[src/rtl/privcfg_pkg.sv]
package privcfg_pkg;
  localparam int NSLOT  = 4;
  localparam int DATA_W = 32;
  localparam int STRB_W = DATA_W / 8;

  // bit position of each slot inside the word
  function automatic int slot_pos(input int i);
    case (i)
      0:       return 2;
      1:       return 3;
      2:       return 4;
      default: return 13;
    endcase
  endfunction
endpackage

[src/rtl/privcfg_gate.sv]
module privcfg_gate
  import privcfg_pkg::*;
(
  input  logic              wr_hit,
  input  logic              secure,
  input  logic              priv,
  input  logic              lock,
  input  logic [NSLOT-1:0]  eff_sec,
  input  logic [STRB_W-1:0] wstrb,
  output logic [NSLOT-1:0]  slot_we,
  output logic              wr_reject
);
  logic [NSLOT-1:0] allow;
  logic [NSLOT-1:0] strobed;
  logic             unused_strb;

  assign unused_strb = ^wstrb;

  for (genvar i = 0; i < NSLOT; i++) begin : g_slot
    assign strobed[i] = wstrb[slot_pos(i) / 8];
    assign allow[i]   = priv && !lock && (!eff_sec[i] || secure);
    assign slot_we[i] = wr_hit && allow[i] && strobed[i];
  end

  assign wr_reject = wr_hit && (lock || !priv || |(strobed & ~allow));
endmodule

[src/rtl/privcfg_bits.sv]
module privcfg_bits
  import privcfg_pkg::*;
(
  input  logic             clk,
  input  logic             rst_n,
  input  logic [NSLOT-1:0] slot_we,
  input  logic [NSLOT-1:0] slot_d,
  output logic [NSLOT-1:0] slot_q
);
  for (genvar i = 0; i < NSLOT; i++) begin : g_bit
    always_ff @(posedge clk or negedge rst_n) begin
      if (!rst_n)          slot_q[i] <= 1'b0;
      else if (slot_we[i]) slot_q[i] <= slot_d[i];
    end

    // a bit moves only when its enable was given
    assert_we_only_R8: assert property (@(posedge clk) disable iff (!rst_n)
      !slot_we[i] |=> $stable(slot_q[i]));
  end
endmodule

[src/rtl/privcfg_evt.sv]
module privcfg_evt
  import privcfg_pkg::*;
(
  input  logic             clk,
  input  logic             rst_n,
  input  logic             wr_reject,
  input  logic [NSLOT-1:0] eff_sec,
  output logic             illegal_evt
);
  always_ff @(posedge clk or negedge rst_n) begin
    if (!rst_n) illegal_evt <= 1'b0;
    else        illegal_evt <= wr_reject && (&eff_sec);
  end

  assert_evt_cause_R9: assert property (@(posedge clk) disable iff (!rst_n)
    illegal_evt |-> ($past(wr_reject) && $past(&eff_sec)));
  assert_evt_when_due_R9: assert property (@(posedge clk) disable iff (!rst_n)
    (wr_reject && (&eff_sec)) |=> illegal_evt);
endmodule

[src/rtl/privcfg_reg.sv]
module privcfg_reg
  import privcfg_pkg::*;
#(
  parameter int ADDR_W  = 8,
  parameter int REG_OFF = 32'h20
) (
  input  logic              clk,
  input  logic              rst_n,
  input  logic              bus_sel,
  input  logic              bus_wr,
  input  logic [ADDR_W-1:0] bus_addr,
  input  logic [DATA_W-1:0] bus_wdata,
  input  logic [STRB_W-1:0] bus_wstrb,
  input  logic              bus_secure,
  input  logic              bus_priv,
  output logic [DATA_W-1:0] bus_rdata,
  input  logic [NSLOT-1:0]  slot_sec_cfg,
  input  logic [NSLOT-1:0]  slot_sec_forced,
  input  logic              cfg_lock,
  output logic [NSLOT-1:0]  priv_req,
  output logic              illegal_evt
);
  localparam logic [ADDR_W-1:0] OFF = REG_OFF[ADDR_W-1:0];

  logic              addr_hit;
  logic              wr_hit;
  logic [NSLOT-1:0]  eff_sec;
  logic [NSLOT-1:0]  slot_we;
  logic [NSLOT-1:0]  slot_d;
  logic [NSLOT-1:0]  slot_q;
  logic              wr_reject;
  logic [DATA_W-1:0] word;
  logic              unused_wdata;

  assign addr_hit     = (bus_addr == OFF);
  assign wr_hit       = bus_sel && bus_wr && addr_hit;
  assign eff_sec      = slot_sec_cfg | slot_sec_forced;
  assign unused_wdata = ^bus_wdata;

  for (genvar i = 0; i < NSLOT; i++) begin : g_d
    assign slot_d[i] = bus_wdata[slot_pos(i)];

    // a secure slot ignores nonsecure issuers
    assert_sec_slot_R4: assert property (@(posedge clk) disable iff (!rst_n)
      (eff_sec[i] && !bus_secure) |=> $stable(slot_q[i]));
    // strobe of the slot's byte must be set
    assert_strobe_R8: assert property (@(posedge clk) disable iff (!rst_n)
      (wr_hit && !bus_wstrb[slot_pos(i) / 8]) |=> $stable(slot_q[i]));
  end

  privcfg_gate u_gate (
    .wr_hit    (wr_hit),
    .secure    (bus_secure),
    .priv      (bus_priv),
    .lock      (cfg_lock),
    .eff_sec   (eff_sec),
    .wstrb     (bus_wstrb),
    .slot_we   (slot_we),
    .wr_reject (wr_reject)
  );

  privcfg_bits u_bits (
    .clk     (clk),
    .rst_n   (rst_n),
    .slot_we (slot_we),
    .slot_d  (slot_d),
    .slot_q  (slot_q)
  );

  privcfg_evt u_evt (
    .clk         (clk),
    .rst_n       (rst_n),
    .wr_reject   (wr_reject),
    .eff_sec     (eff_sec),
    .illegal_evt (illegal_evt)
  );

  always_comb begin
    word = '0;
    for (int i = 0; i < NSLOT; i++) word[slot_pos(i)] = slot_q[i];
  end

  assign bus_rdata = addr_hit ? word : '0;
  assign priv_req  = slot_q;

  assert_unpriv_R3: assert property (@(posedge clk) disable iff (!rst_n)
    (wr_hit && !bus_priv) |=> $stable(slot_q));
  assert_lock_R7: assert property (@(posedge clk) disable iff (!rst_n)
    cfg_lock |=> $stable(slot_q));
  assert_other_addr_R10: assert property (@(posedge clk) disable iff (!rst_n)
    !addr_hit |=> ($stable(slot_q) && !illegal_evt));
endmodule

[config.mk]
export PLATFORM = sky130hd
export DESIGN_NAME = privcfg_reg
export DESIGN_NICKNAME = d
export VERILOG_FILES = /design/src/rtl/privcfg_pkg.sv /design/src/rtl/privcfg_gate.sv /design/src/rtl/privcfg_bits.sv /design/src/rtl/privcfg_evt.sv /design/src/rtl/privcfg_reg.sv
export SDC_FILE = /design/constraint.sdc
export NUM_CORES = 1
export LEC_CHECK = 0
export BUFFER_PORTS_ARGS = -buffer_cell sky130_fd_sc_hd__clkbuf_2
export CORE_MARGIN = 4
export CORE_UTILIZATION = 24
export DETAILED_ROUTE_END_ITERATION = 16
export HOLD_SLACK_MARGIN = 0.12
export PLACE_DENSITY = 0.75
export SYNTH_ARGS = -nofsm -noshare
export SYNTH_HDL_FRONTEND = slang
export SYNTH_SLANG_ARGS = --single-unit
[constraint.sdc]
create_clock -name clk -period 0.8 [get_ports clk]
set_input_delay 0 -clock clk [delete_from_list [all_inputs] [get_ports clk]]
set_output_delay 0 -clock clk [all_outputs]
set_load 0.01 [all_outputs]
* Word-level counts from Yosys, hierarchy flattened
Cells that the tools add are included.
** Operators by class
- Equality and inequality tests :: 1
- Reductions and logical operators :: 31
- Multiplexer cells :: 1
- Bitwise logic cells :: 3
** Operators by type and width (count)
- $logic_and 1x1->1 :: 17
- $mux 14 :: 1
- $eq 8x6->1 const B :: 1
- $logic_not 1->1 :: 6
- $logic_or 1x1->1 :: 6
- $and 4x4->4 :: 1
- $not 4->4 :: 1
- $or 4x4->4 :: 1
- $reduce_and 4->1 :: 1
- $reduce_or 4->1 :: 1
** Word-level totals
- Register bits :: 5
- Output and inout bits :: 37

* Logic depth before layout (Yosys ltp)
- Depth in word-level cells :: 10
- Depth in mapped cells :: 4
- Mapped depth without buffers :: 4

* By module
A second synthesis with hierarchy kept.
** Second synthesis, totals
- Cell total of the unflattened synthesis :: 69
- Area, all modules :: 580.6 um^2
** Modules (own cells, without submodules)
- privcfg_reg :: seq. area each 0.0 um^2, area an instance 312.8 um^2, instances 1, cells an instance 45
- privcfg_bits :: seq. area each 100.1 um^2, area an instance 160.2 um^2, instances 1, cells an instance 8
- privcfg_gate :: seq. area each 0.0 um^2, area an instance 70.1 um^2, instances 1, cells an instance 12
- privcfg_evt :: seq. area each 25.0 um^2, area an instance 37.5 um^2, instances 1, cells an instance 4

* Worst setup path after synthesis
No wires, ideal clock.
- Kind :: input to register
- From :: input bus_addr[7]
- To :: register u_bits.slot_q[3]
- Setup slack :: -609 ps
- Stages on the path :: 4
- Arrival :: 1281 ps
- Cells stage by stage :: nor4_4 nand4_1 or4b_1 mux2_1
** On the way
- Cells in the longest elaborated chain, start to end :: 4
** Ends and longest elaborated chain
- start, declared :: line privcfg_reg.sv:11 : input logic [ADDR_W-1:0] bus_addr,
- $eq 8x6->1 :: line privcfg_reg.sv:35 : assign addr_hit = (bus_addr == OFF);
- $logic_and 1x1->1 :: line privcfg_reg.sv:36 : assign wr_hit = bus_sel && bus_wr && addr_hit;
- $logic_and 1x1->1 (2 in a row) :: line privcfg_gate.sv:22 : assign slot_we[i] = wr_hit && allow[i] && strobed[i];
- end signal, assigned by index :: line privcfg_bits.sv:13 : else if (slot_we[i]) slot_q[i] <= slot_d[i];
- end, declared :: line privcfg_bits.sv:8 : output logic [NSLOT-1:0] slot_q
Every way passes these cells.
A chain may end at the register's enable or synchronous reset.

* Worst setup path in the final report
- From :: input bus_addr[2]
- To :: register u_bits.slot_q[3]
Same word-level chain as after synthesis.

==> summary by stage <==
Power and ir drop
The completed layout was analyzed and its total power is 0.779 mW. In this run the power density over the cells is 848 nW/um^2. The highest ir drop seen on vdd is 0.459 mV.

The analysis attributes to cell leakage a power of 0.511 nW.

Synth
The largest area contributor in the synthesized netlist is buf_4. In this run the mean area of a mapped cell was 9.16 sq um. In the synthesized netlist the async set-or-reset flop fraction comes to 100%.

The total of flip-flops plus latches after synthesis is 5. Counting flops with a built-in enable in the synthesized netlist gives 0. By area the synthesized netlist is led by buf_4 (37%), dfrtp_1 (22%), mux2_2 (5.9%), and3_2 (5.3%), nor4b_4 (4.2%). The synthesized netlist contains 20 unique library cells.

The number of instances in the synthesized netlist is 62. The Yosys warning count is 0. In this run the biggest area consumer among cell types represents 37.0% of the synthesized area.

In the post-synthesis netlist, the cell with the most instances is buf_4. The share of the Yosys chip area taken by registers is 22.0%. The commonest cells after synthesis are buf_4 (28), dfrtp_1 (5), nor2_1 (5). The post-synthesis cell area is 568 sq um.

The flip-flop cell with the highest count after synthesis is dfrtp_1.

Drt
Once detail routing completed, the nets flagged for antenna violations numbered 0. The total via count after detailed routing is 558. The average detailed-routed wire length per instance is 11.1 um.

The routed via count divided by cell count is 3.88. The initial detailed-routing violation count is 5. After detailed routing, the total wire length is 1600 um. The first detailed-routing pass took 2 iterations.

The number of DRC violations after detailed routing is 0.

Place
The final weighted congestion of routability-driven global placement is 0.738. After legalization and detailed placement, the total HPWL measured 1370 um. Buffers placed on the I/O ports in this run total 37. Timing analysis after detailed placement gives a worst setup slack of -0.773 ns. Including well taps, the total number of placed cells is 131. The instance area at placement is 717 sq um.

Floorplanning
The die is 56.7 um wide. In this run the vertical extent of the chip is 56.7 um. After floorplanning, the core was divided into 17 placement rows. Once the floorplan was initialized, standard cells occupied 25.4% of the core. The die covers 3210 sq um. The top-level I/O count is 96. The region available for standard cell placement spans 2230 sq um.

Clocking
The root buffer cell is clkbuf_4. In this run the number of H-tree levels came out at 1. The CTS tree is built. The clock passes through at most 2 buffers. Counting the buffers created by CTS gives 3. After clock tree synthesis, the clock-pin slew on the worst setup and hold paths is 0.04 ns. The total number of clock tree sinks is 5.

The clock reaches the later pin of the worst-skew pair after 0.24 ns.

Timing
The final-layout setup total negative slack is -1.58 ns. Setup violations remaining at the end of the flow were counted as 8. For the finished layout, the period the worst path requires is 1.22 ns. The part of the cycle the worst path needs is 152%. The final setup slack of the worst path is -0.417 ns.

The number of pins with negative max-slew slack in the final report was 0. Setup repair after global routing could not meet its margin everywhere. The number of hold violations in the final report is 0. The clock skew is 0 ns. The maximum clock frequency is 0.822 GHz.

The worst hold slack is 0.114 ns.

Run status
The final reports fail on setup timing. The run finished, with violations left.

Finish
The share of final-layout standard cells stronger than drive strength 1 is 53.4%. The number of filler cells placed in the layout is 231. At the end of the flow the core is filled with cells to 41.2%. The area overhead of the layout relative to synthesis is 61.9%.

The finished cells cover 920 sq um. For this run, the number of standard cells in the final layout without fillers is 144. 0 antenna diodes ended up in the layout. The net count of the finished layout is 176.

Global routing
The largest net degree at the start of global routing is 6. The initial antenna violation count was 0. The overall overflow remaining after global route is 0.

The via count of the first global-routing pass came to 577. The first global-routing pass estimated 2400 um of wire. The total routing usage reported by global routing is 9.45%.

Min path
The worst hold path belongs to the class primary input to async pin.

Setup path
Data on the critical path arrives at its endpoint at 1.33 ns. The maximum net fanout on the critical path is 2. The worst setup path is of the primary input to register kind.

The element type at the critical path start is a primary input. The required arrival time at the worst endpoint is 0.92 ns. STA classifies the critical path endpoint as a register.

Run
Max-cap violations in this run came to 0.
[kinds of logic (layout without fill, tap and decap cells)]
logic type	count (synthesis)	in the layout	synth area share (%)
multiplexers	4	4	7.93
flip-flops	5	5	22.0
other	1	28	0.660
AND/OR/NAND/NOR	19	19	27.5
buffers and inverters	28	55	37.0
AO/OA/AOI/OAI	5	5	4.84
[layer usage]
layer | wire length [um] | vias to the layer above | track usage [%] | part of all wire, %
met5 | 0 | - | 0 | 0
met4 | 38 | 0 | 3.05 | 2.4
met3 | 168 | 4 | 3.45 | 11
met2 | 965 | 32 | 19.0 | 60
met1 | 427 | 256 | 8.41 | 27
li1 | - | 266 | - | -
[final cells by class]
cell class	count	area [sq um]	share of cell area [%]
well taps	28	35.0	3.81
flip-flops and latches	5	125	13.6
multi-input cells	56	374	40.7
repair buffers	51	359	39.0
clock buffers	4	26.3	2.86
[power breakdown]
group / leakage (nW) / internal (mW) / switching (mW)
Combinational: 0.426 / 0.113 / 0.131
Clock: 0.0150 / 0.188 / 0.0924
Sequential: 0.0699 / 0.255 / 0.000520
[worst paths after layout]
path | depth (start not counted) | endpoint | start | slack, ns
hold reg to reg | 1 | u_bits.slot_q[3] | u_bits.slot_q[3] | 0.52
setup reg to reg | 1 | u_bits.slot_q[3] | u_bits.slot_q[3] | 0
min in group clk | 4 | u_evt.illegal_evt | bus_sel | 0.13
hold / removal | 2 | u_evt.illegal_evt | rst_n | 0.11
max in group asynchronous | 2 | u_bits.slot_q[1] | rst_n | 0.55
setup / recovery | 5 | u_bits.slot_q[3] | bus_addr[2] | -0.42
[critical path: stages]
cell	delay, ns
buf_6	0.09
nor4_4	0.29
nand4_1	0.14
or4b_1	0.49
mux2_1	0.32
[state kept, by name (all words and copies together), names as in the netlist]
signal,flops
u_bits.slot_q,4
u_evt.illegal_evt,1
[layout by cell type (no fill, tap or decap)]
master / count
nand3b_1: 1
clkbuf_1: 1
a21oi_1: 1
nor2_1: 5
nand4_1: 1
nor4_4: 1
buf_4: 6
nor4b_4: 1
mux2_4: 1
or4b_1: 1
nand2b_1: 1
dfrtp_1: 5
and3_4: 3
conb_1: 28
buf_6: 9
dlygate4sd3_1: 5
and4_4: 1
clkbuf_4: 3
or4_1: 1
nand3_1: 1
o21ai_2: 2
clkbuf_2: 30
dlymetal6s4s_1: 1
a211oi_2: 1
and4b_1: 1
mux2_1: 1
and3_2: 1
o21ai_4: 1
mux2_2: 2
[what timing repair did]
action / in CTS / in global routing
hold buffers: 6 / 0
hold endpoints to repair: 10 / 0
cloned: 0 / 0
setup buffers: 3 / 1
endpoints found under the setup margin: 9 / 11
pin swaps: 4 / 5
gates resized for setup: 10 / 19
(Power assumes the default switching activity.)
